$ cat src/rtl/sbr_pkg.sv
package sbr_pkg;

    // Words per instruction: source, destination, target.
    localparam int unsigned OPERAND_COUNT = 3;

    typedef enum logic [2:0] {
        ST_FETCH_A   = 3'd0,
        ST_FETCH_B   = 3'd1,
        ST_FETCH_C   = 3'd2,
        ST_READ_A    = 3'd3,
        ST_READ_B    = 3'd4,
        ST_WRITE_B   = 3'd5,
        ST_UPDATE_PC = 3'd6,
        ST_HALTED    = 3'd7
    } step_e;

    // Straight-line order of the instruction steps; the update step is resolved by the sequencer.
    function automatic step_e step_after(step_e s);
        case (s)
            ST_FETCH_A: return ST_FETCH_B;
            ST_FETCH_B: return ST_FETCH_C;
            ST_FETCH_C: return ST_READ_A;
            ST_READ_A:  return ST_READ_B;
            ST_READ_B:  return ST_WRITE_B;
            ST_WRITE_B: return ST_UPDATE_PC;
            default:    return s;
        endcase
    endfunction

endpackage

$ cat src/rtl/sbr_seq.sv
module sbr_seq
    import sbr_pkg::*;
(
    input  logic  clk,
    input  logic  rst,
    input  logic  stop_req,
    output step_e step
);

    always_ff @(posedge clk) begin
        if (rst) begin
            step <= ST_FETCH_A;
        end else if (step == ST_UPDATE_PC) begin
            step <= stop_req ? ST_HALTED : ST_FETCH_A;
        end else begin
            step <= step_after(step);
        end
    end

endmodule

$ cat src/rtl/sbr_operands.sv
module sbr_operands
    import sbr_pkg::*;
#(
    parameter int unsigned DATA_W = 16,
    parameter int unsigned ADDR_W = 8
) (
    input  logic              clk,
    input  logic              rst,
    input  step_e             step,
    input  logic [DATA_W-1:0] rdata,
    input  logic [DATA_W-1:0] diff,
    output logic [ADDR_W-1:0] src_addr,
    output logic [ADDR_W-1:0] dst_addr,
    output logic [ADDR_W-1:0] target,
    output logic [DATA_W-1:0] src_val,
    output logic [DATA_W-1:0] result
);

    typedef struct packed {
        logic [ADDR_W-1:0] src;
        logic [ADDR_W-1:0] dst;
        logic [ADDR_W-1:0] tgt;
    } opset_t;

    opset_t ops_q;

    // Each capture takes the data that the previous step's address returned.
    always_ff @(posedge clk) begin
        if (rst) begin
            ops_q   <= '0;
            src_val <= '0;
            result  <= '0;
        end else begin
            case (step)
                ST_FETCH_B:  ops_q.src <= rdata[ADDR_W-1:0];
                ST_FETCH_C:  ops_q.dst <= rdata[ADDR_W-1:0];
                ST_READ_A:   ops_q.tgt <= rdata[ADDR_W-1:0];
                ST_READ_B:   src_val   <= rdata;
                ST_WRITE_B:  result    <= diff;
                default:     ;
            endcase
        end
    end

    assign src_addr = ops_q.src;
    assign dst_addr = ops_q.dst;
    assign target   = ops_q.tgt;

endmodule

$ cat src/rtl/sbr_alu.sv
module sbr_alu #(
    parameter int unsigned DATA_W     = 16,
    parameter bit          ZERO_TAKEN = 1'b1
) (
    input  logic [DATA_W-1:0] minuend,
    input  logic [DATA_W-1:0] subtrahend,
    input  logic [DATA_W-1:0] result,
    output logic [DATA_W-1:0] diff,
    output logic              taken
);

    assign diff = minuend - subtrahend;

    generate
        if (ZERO_TAKEN) begin : g_le_zero
            assign taken = result[DATA_W-1] | (result == '0);
        end else begin : g_lt_zero
            assign taken = result[DATA_W-1];
        end
    endgenerate

endmodule

$ cat src/rtl/sbr_pc.sv
module sbr_pc
    import sbr_pkg::*;
#(
    parameter int unsigned ADDR_W = 8
) (
    input  logic              clk,
    input  logic              rst,
    input  step_e             step,
    input  logic              taken,
    input  logic [ADDR_W-1:0] target,
    output logic [ADDR_W-1:0] pc,
    output logic              stop_req
);

    localparam logic [ADDR_W-1:0] STRIDE = ADDR_W'(OPERAND_COUNT);

    assign stop_req = (step == ST_UPDATE_PC) && taken && (&target);

    always_ff @(posedge clk) begin
        if (rst) begin
            pc <= '0;
        end else if (step == ST_UPDATE_PC && !stop_req) begin
            pc <= taken ? target : pc + STRIDE;
        end
    end

endmodule

$ cat src/rtl/sbr_core.sv
module sbr_core
    import sbr_pkg::*;
#(
    parameter int unsigned DATA_W     = 16,
    parameter int unsigned ADDR_W     = 8,
    parameter bit          ZERO_TAKEN = 1'b1
) (
    input  logic              clk,
    input  logic              rst,
    output logic [ADDR_W-1:0] mem_addr,
    output logic              mem_we,
    output logic [DATA_W-1:0] mem_wdata,
    input  logic [DATA_W-1:0] mem_rdata,
    output logic              halt,
    output logic [ADDR_W-1:0] pc
);

    step_e             step;
    logic              stop_req;
    logic              taken;
    logic [ADDR_W-1:0] src_addr;
    logic [ADDR_W-1:0] dst_addr;
    logic [ADDR_W-1:0] target;
    logic [DATA_W-1:0] src_val;
    logic [DATA_W-1:0] result;
    logic [DATA_W-1:0] diff;

    sbr_seq seq_i (
        .clk      (clk),
        .rst      (rst),
        .stop_req (stop_req),
        .step     (step)
    );

    sbr_operands #(.DATA_W(DATA_W), .ADDR_W(ADDR_W)) ops_i (
        .clk      (clk),
        .rst      (rst),
        .step     (step),
        .rdata    (mem_rdata),
        .diff     (diff),
        .src_addr (src_addr),
        .dst_addr (dst_addr),
        .target   (target),
        .src_val  (src_val),
        .result   (result)
    );

    // In the write step the read data is the destination value read one cycle earlier.
    sbr_alu #(.DATA_W(DATA_W), .ZERO_TAKEN(ZERO_TAKEN)) alu_i (
        .minuend    (mem_rdata),
        .subtrahend (src_val),
        .result     (result),
        .diff       (diff),
        .taken      (taken)
    );

    sbr_pc #(.ADDR_W(ADDR_W)) pc_i (
        .clk      (clk),
        .rst      (rst),
        .step     (step),
        .taken    (taken),
        .target   (target),
        .pc       (pc),
        .stop_req (stop_req)
    );

    always_comb begin
        case (step)
            ST_FETCH_A:               mem_addr = pc;
            ST_FETCH_B:               mem_addr = pc + ADDR_W'(1);
            ST_FETCH_C:               mem_addr = pc + ADDR_W'(2);
            ST_READ_A:                mem_addr = src_addr;
            ST_READ_B, ST_WRITE_B:    mem_addr = dst_addr;
            default:                  mem_addr = pc;
        endcase
    end

    assign mem_we    = (step == ST_WRITE_B);
    assign mem_wdata = diff;
    assign halt      = (step == ST_HALTED);

endmodule

$ cat config.mk
export PLATFORM = sky130hd
export DESIGN_NAME = sbr_core
export DESIGN_NICKNAME = d
export VERILOG_FILES = /design/src/rtl/sbr_pkg.sv /design/src/rtl/sbr_seq.sv /design/src/rtl/sbr_operands.sv /design/src/rtl/sbr_alu.sv /design/src/rtl/sbr_pc.sv /design/src/rtl/sbr_core.sv
export SDC_FILE = /design/constraint.sdc
export NUM_CORES = 1
export LEC_CHECK = 0
export CAP_MARGIN = 25
export CORE_MARGIN = 4
export CORE_UTILIZATION = 25
export DETAILED_ROUTE_END_ITERATION = 7
export PLACE_DENSITY = 0.4
export SLEW_MARGIN = 20
export SYNTH_ARGS = -nofsm -noshare
export SYNTH_HDL_FRONTEND = slang
export SYNTH_HIERARCHICAL = 1
export SYNTH_SLANG_ARGS = --single-unit
$ cat constraint.sdc
create_clock -name clk -period 5.4 [get_ports clk]
set_input_delay 1.08 -clock clk [delete_from_list [all_inputs] [get_ports clk]]
set_output_delay 1.08 -clock clk [all_outputs]
set_load 0.05 [all_outputs]
==> flow_summary.ini <==
[hold_path]
hp-class = reg -> reg

[clock_network]
cts_tree = built
clk_path_buf_depth = 2
htreeDepth = 3
cts_buffers = 9
hold_buffers = 0
clock_latency_ns = 0.33
cts_sinks = 67
cts_root_buf = clkbuf_16
cts_resized = 0
post-cts-setup-buffers = 0
clkTransAtPathRegs_ns = 0.05

[drt]
drc = 0
vias = 3864
final_antenna_net_count = 0
drtPass1Iterations = 4
wl_um = 12600
avgRoutedWirePerCell_um = 15.6
via_per_inst = 4.79
first_iter_violations = 135

[synthesis]
yosys.area.top_type = dfxtp_1
yosysWarnings = 6
synth-main-ff-cell = dfxtp_1
syn_inst = 529
synthTopCellsByArea = dfxtp_1 29%, nand2b_1 14%, mux2i_1 13%, ha_1 5.2%, nand2_1 2.9%
yosysUniqueCellTypes = 70
ys_async_sr_fraction = 0
synth_top_area_frac = 0.293
netlist_area_um2 = 4580
syn_nets = 567
syn-mean-instance-area_um2 = 8.65
ys_ff_latch = 67
synth_edf_count = 0
seq_area_frac_synth = 0.293

[worst_setup_path]
worst-endpoint-required_ns = 4.32
path_class = in -> out
cp_num_buf_inv = 2
cp-end-kind = output pin
max_stage_delay_ns = 0.89
cpMostUsedCell = clkdlybuf4s50_1
worst_setup_path_start_kind = primary input
crit_family = buffers and inverters
cp.arrival_ns = 3.86
slowest_stage = clkdlybuf4s50_1
path_cells = clkdlybuf4s50_1 -> ha_1 -> a21oi_1 -> nand2_1 -> o211ai_1 -> nor2_1 -> a211oi_1 -> clkdlybuf4s50_1
crit_fanout = 4

[global_route]
grt_pass1_vias = 3929
grt_max_degree = 75
grt_pass1_wl_um = 20700
antenna_found_initial = 2
overflow = 0
track_usage = 0.129

[timing]
grt_setup_unrepaired = false
tightest_slew_ns = 0.758
fmax_mhz = 202
setup_viol = 0
relSlewSlack = 0.494
period_needed_ns = 4.94
finalMaxSlewViolations = 0
final_hold_viol_count = 0
skew_ns = 0.00530
period_share = 0.915
tns_ns = 0

[layout]
n_fill_cell = 1900
nets = 610
layout-drive-gt1-share = 0.0745
area_growth_pct = 21.7
antennaDiodeCount = 0
stdcell_area_um2 = 5570

[floorplanning]
core_region_area_um2 = 18000
io_pins = 52
start_util = 0.255
die-area_um2 = 20500
die_y_um = 143
die_width_um = 143
rows = 49

[flow_run]
max_cap_viol_count = 0

[power]
p_leak_nw = 2.06
ir_drop_uv = 138
power_density_nw_per_um2 = 265

[placed_design]
gp_congestion = 0.875
io_buffers = 51
place_area_um2 = 5250
hpwlAfterDp_um = 9220

[outcome]
status = finished clean
[synth_stat cells, types with 3 or more instances]
| master | n |
|---|---|
| inv_1 | 26 |
| clkbuf_1 | 9 |
| xor2_1 | 5 |
| nand3_1 | 9 |
| xnor2_1 | 10 |
| a211oi_1 | 5 |
| a21o_1 | 6 |
| buf_2 | 8 |
| nand4_1 | 3 |
| nand3b_1 | 3 |
| o21ai_0 | 11 |
| nand2_1 | 35 |
| a21oi_1 | 24 |
| nor3_1 | 6 |
| o211ai_1 | 4 |
| and3_1 | 3 |
| nor2_1 | 18 |
| mux2i_1 | 58 |
| buf_4 | 3 |
| a31oi_1 | 6 |
| o21ai_1 | 5 |
| o21a_1 | 5 |
| nor2b_1 | 4 |
| ha_1 | 19 |
| o2111ai_1 | 3 |
| buf_6 | 7 |
| o21bai_1 | 3 |
| or3_1 | 3 |
| nand2b_1 | 99 |
| nor4_1 | 6 |
| mux2_2 | 3 |
| o31ai_1 | 4 |
| dfxtp_1 | 67 |
[per-layer routing]
layer | vias to the layer above | GRT usage | wire, µm
li1 | 1941 | - | -
met1 | 1821 | 0.166 | 5890
met2 | 84 | 0.210 | 5890
met3 | 14 | 0.0409 | 615
met4 | 4 | 0.0342 | 187
met5 | - | 0 | 21
[worst paths after layout]
path,from,end,slack (ns),depth (start not counted)
max,mem_rdata[6],mem_wdata[13],0.46,8
min reg2reg,ops_i/src_val[9],ops_i/src_val[9],0.47,2
min,ops_i/src_val[9],ops_i/src_val[9],0.47,2
max reg2reg,ops_i/src_val[0],ops_i/result[12],2.76,10
[worst min-delay path, cell delays in order (launching register included)]
cell and delay (ns):
dfxtp_1 0.31, nand2b_1 0.06, mux2i_1 0.05
[power by group]
part           internal (W)  total [W]  switching [W]  leakage (nW)
clock network      0.000370   0.000581       0.000211         0.141
registers          0.000511   0.000531      0.0000202         0.543
logic              0.000142   0.000363       0.000220          1.38
[final cells by class]
cell class	instances	area (µm²)	share of cell area
multi-input cells	407	2950	0.530
flip-flops and latches	67	1340	0.241
repair buffers	61	606	0.109
well taps	229	287	0.0514
clock buffers	14	254	0.0456
inverters	26	97.6	0.0175
clock inverters	2	35.0	0.00629
[kinds of logic (layout without fill, tap and decap cells)]
family                     count (synthesis)  in the layout  share of synthesized area
and+or+nand+nor                          208            208                      0.263
AOI/OAI and AO/OA                        101            101                      0.151
DFF                                       67             67                      0.293
muxes                                     63             63                      0.144
buffers and inverters                     55            103                     0.0637
adders and majority gates                 20             20                     0.0563
xor gates and xnor gates                  15             15                     0.0287
[state kept, by name, summed over array words and instances (netlist names)]
name and cells:
ops_i/target 8, seq_i/step 3, ops_i/result 16, ops_i/src_addr 8, pc_i/pc 8, ops_i/src_val 16
ops_i/dst_addr 8
[per-stage QoR]
stage               worst slack [ns]  utilization  power [W]  cells  hold WS (ns)
floorplan                      0.692            -   0.000796    529         0.448
global placement               0.453        0.292   0.000907    789         0.459
detailed placement             0.463        0.292   0.000906    789         0.463
CTS                            0.425        0.308    0.00150    805         0.475
global route                   0.242        0.310    0.00156    806         0.499
finish                         0.457        0.310    0.00147    806         0.471
[cell usage in the layout, fill, tap and decap left out, types with 9 or more instances in the layout]
master,n
ha_1,19
nand3_1,9
xnor2_1,10
buf_4,11
mux2i_1,58
o21ai_0,11
nand2_1,35
inv_1,26
nor2_1,18
clkdlybuf4s50_1,47
nand2b_1,99
a21oi_1,24
clkbuf_16,9
dfxtp_1,67
Power figures use the tool's default switching activity.
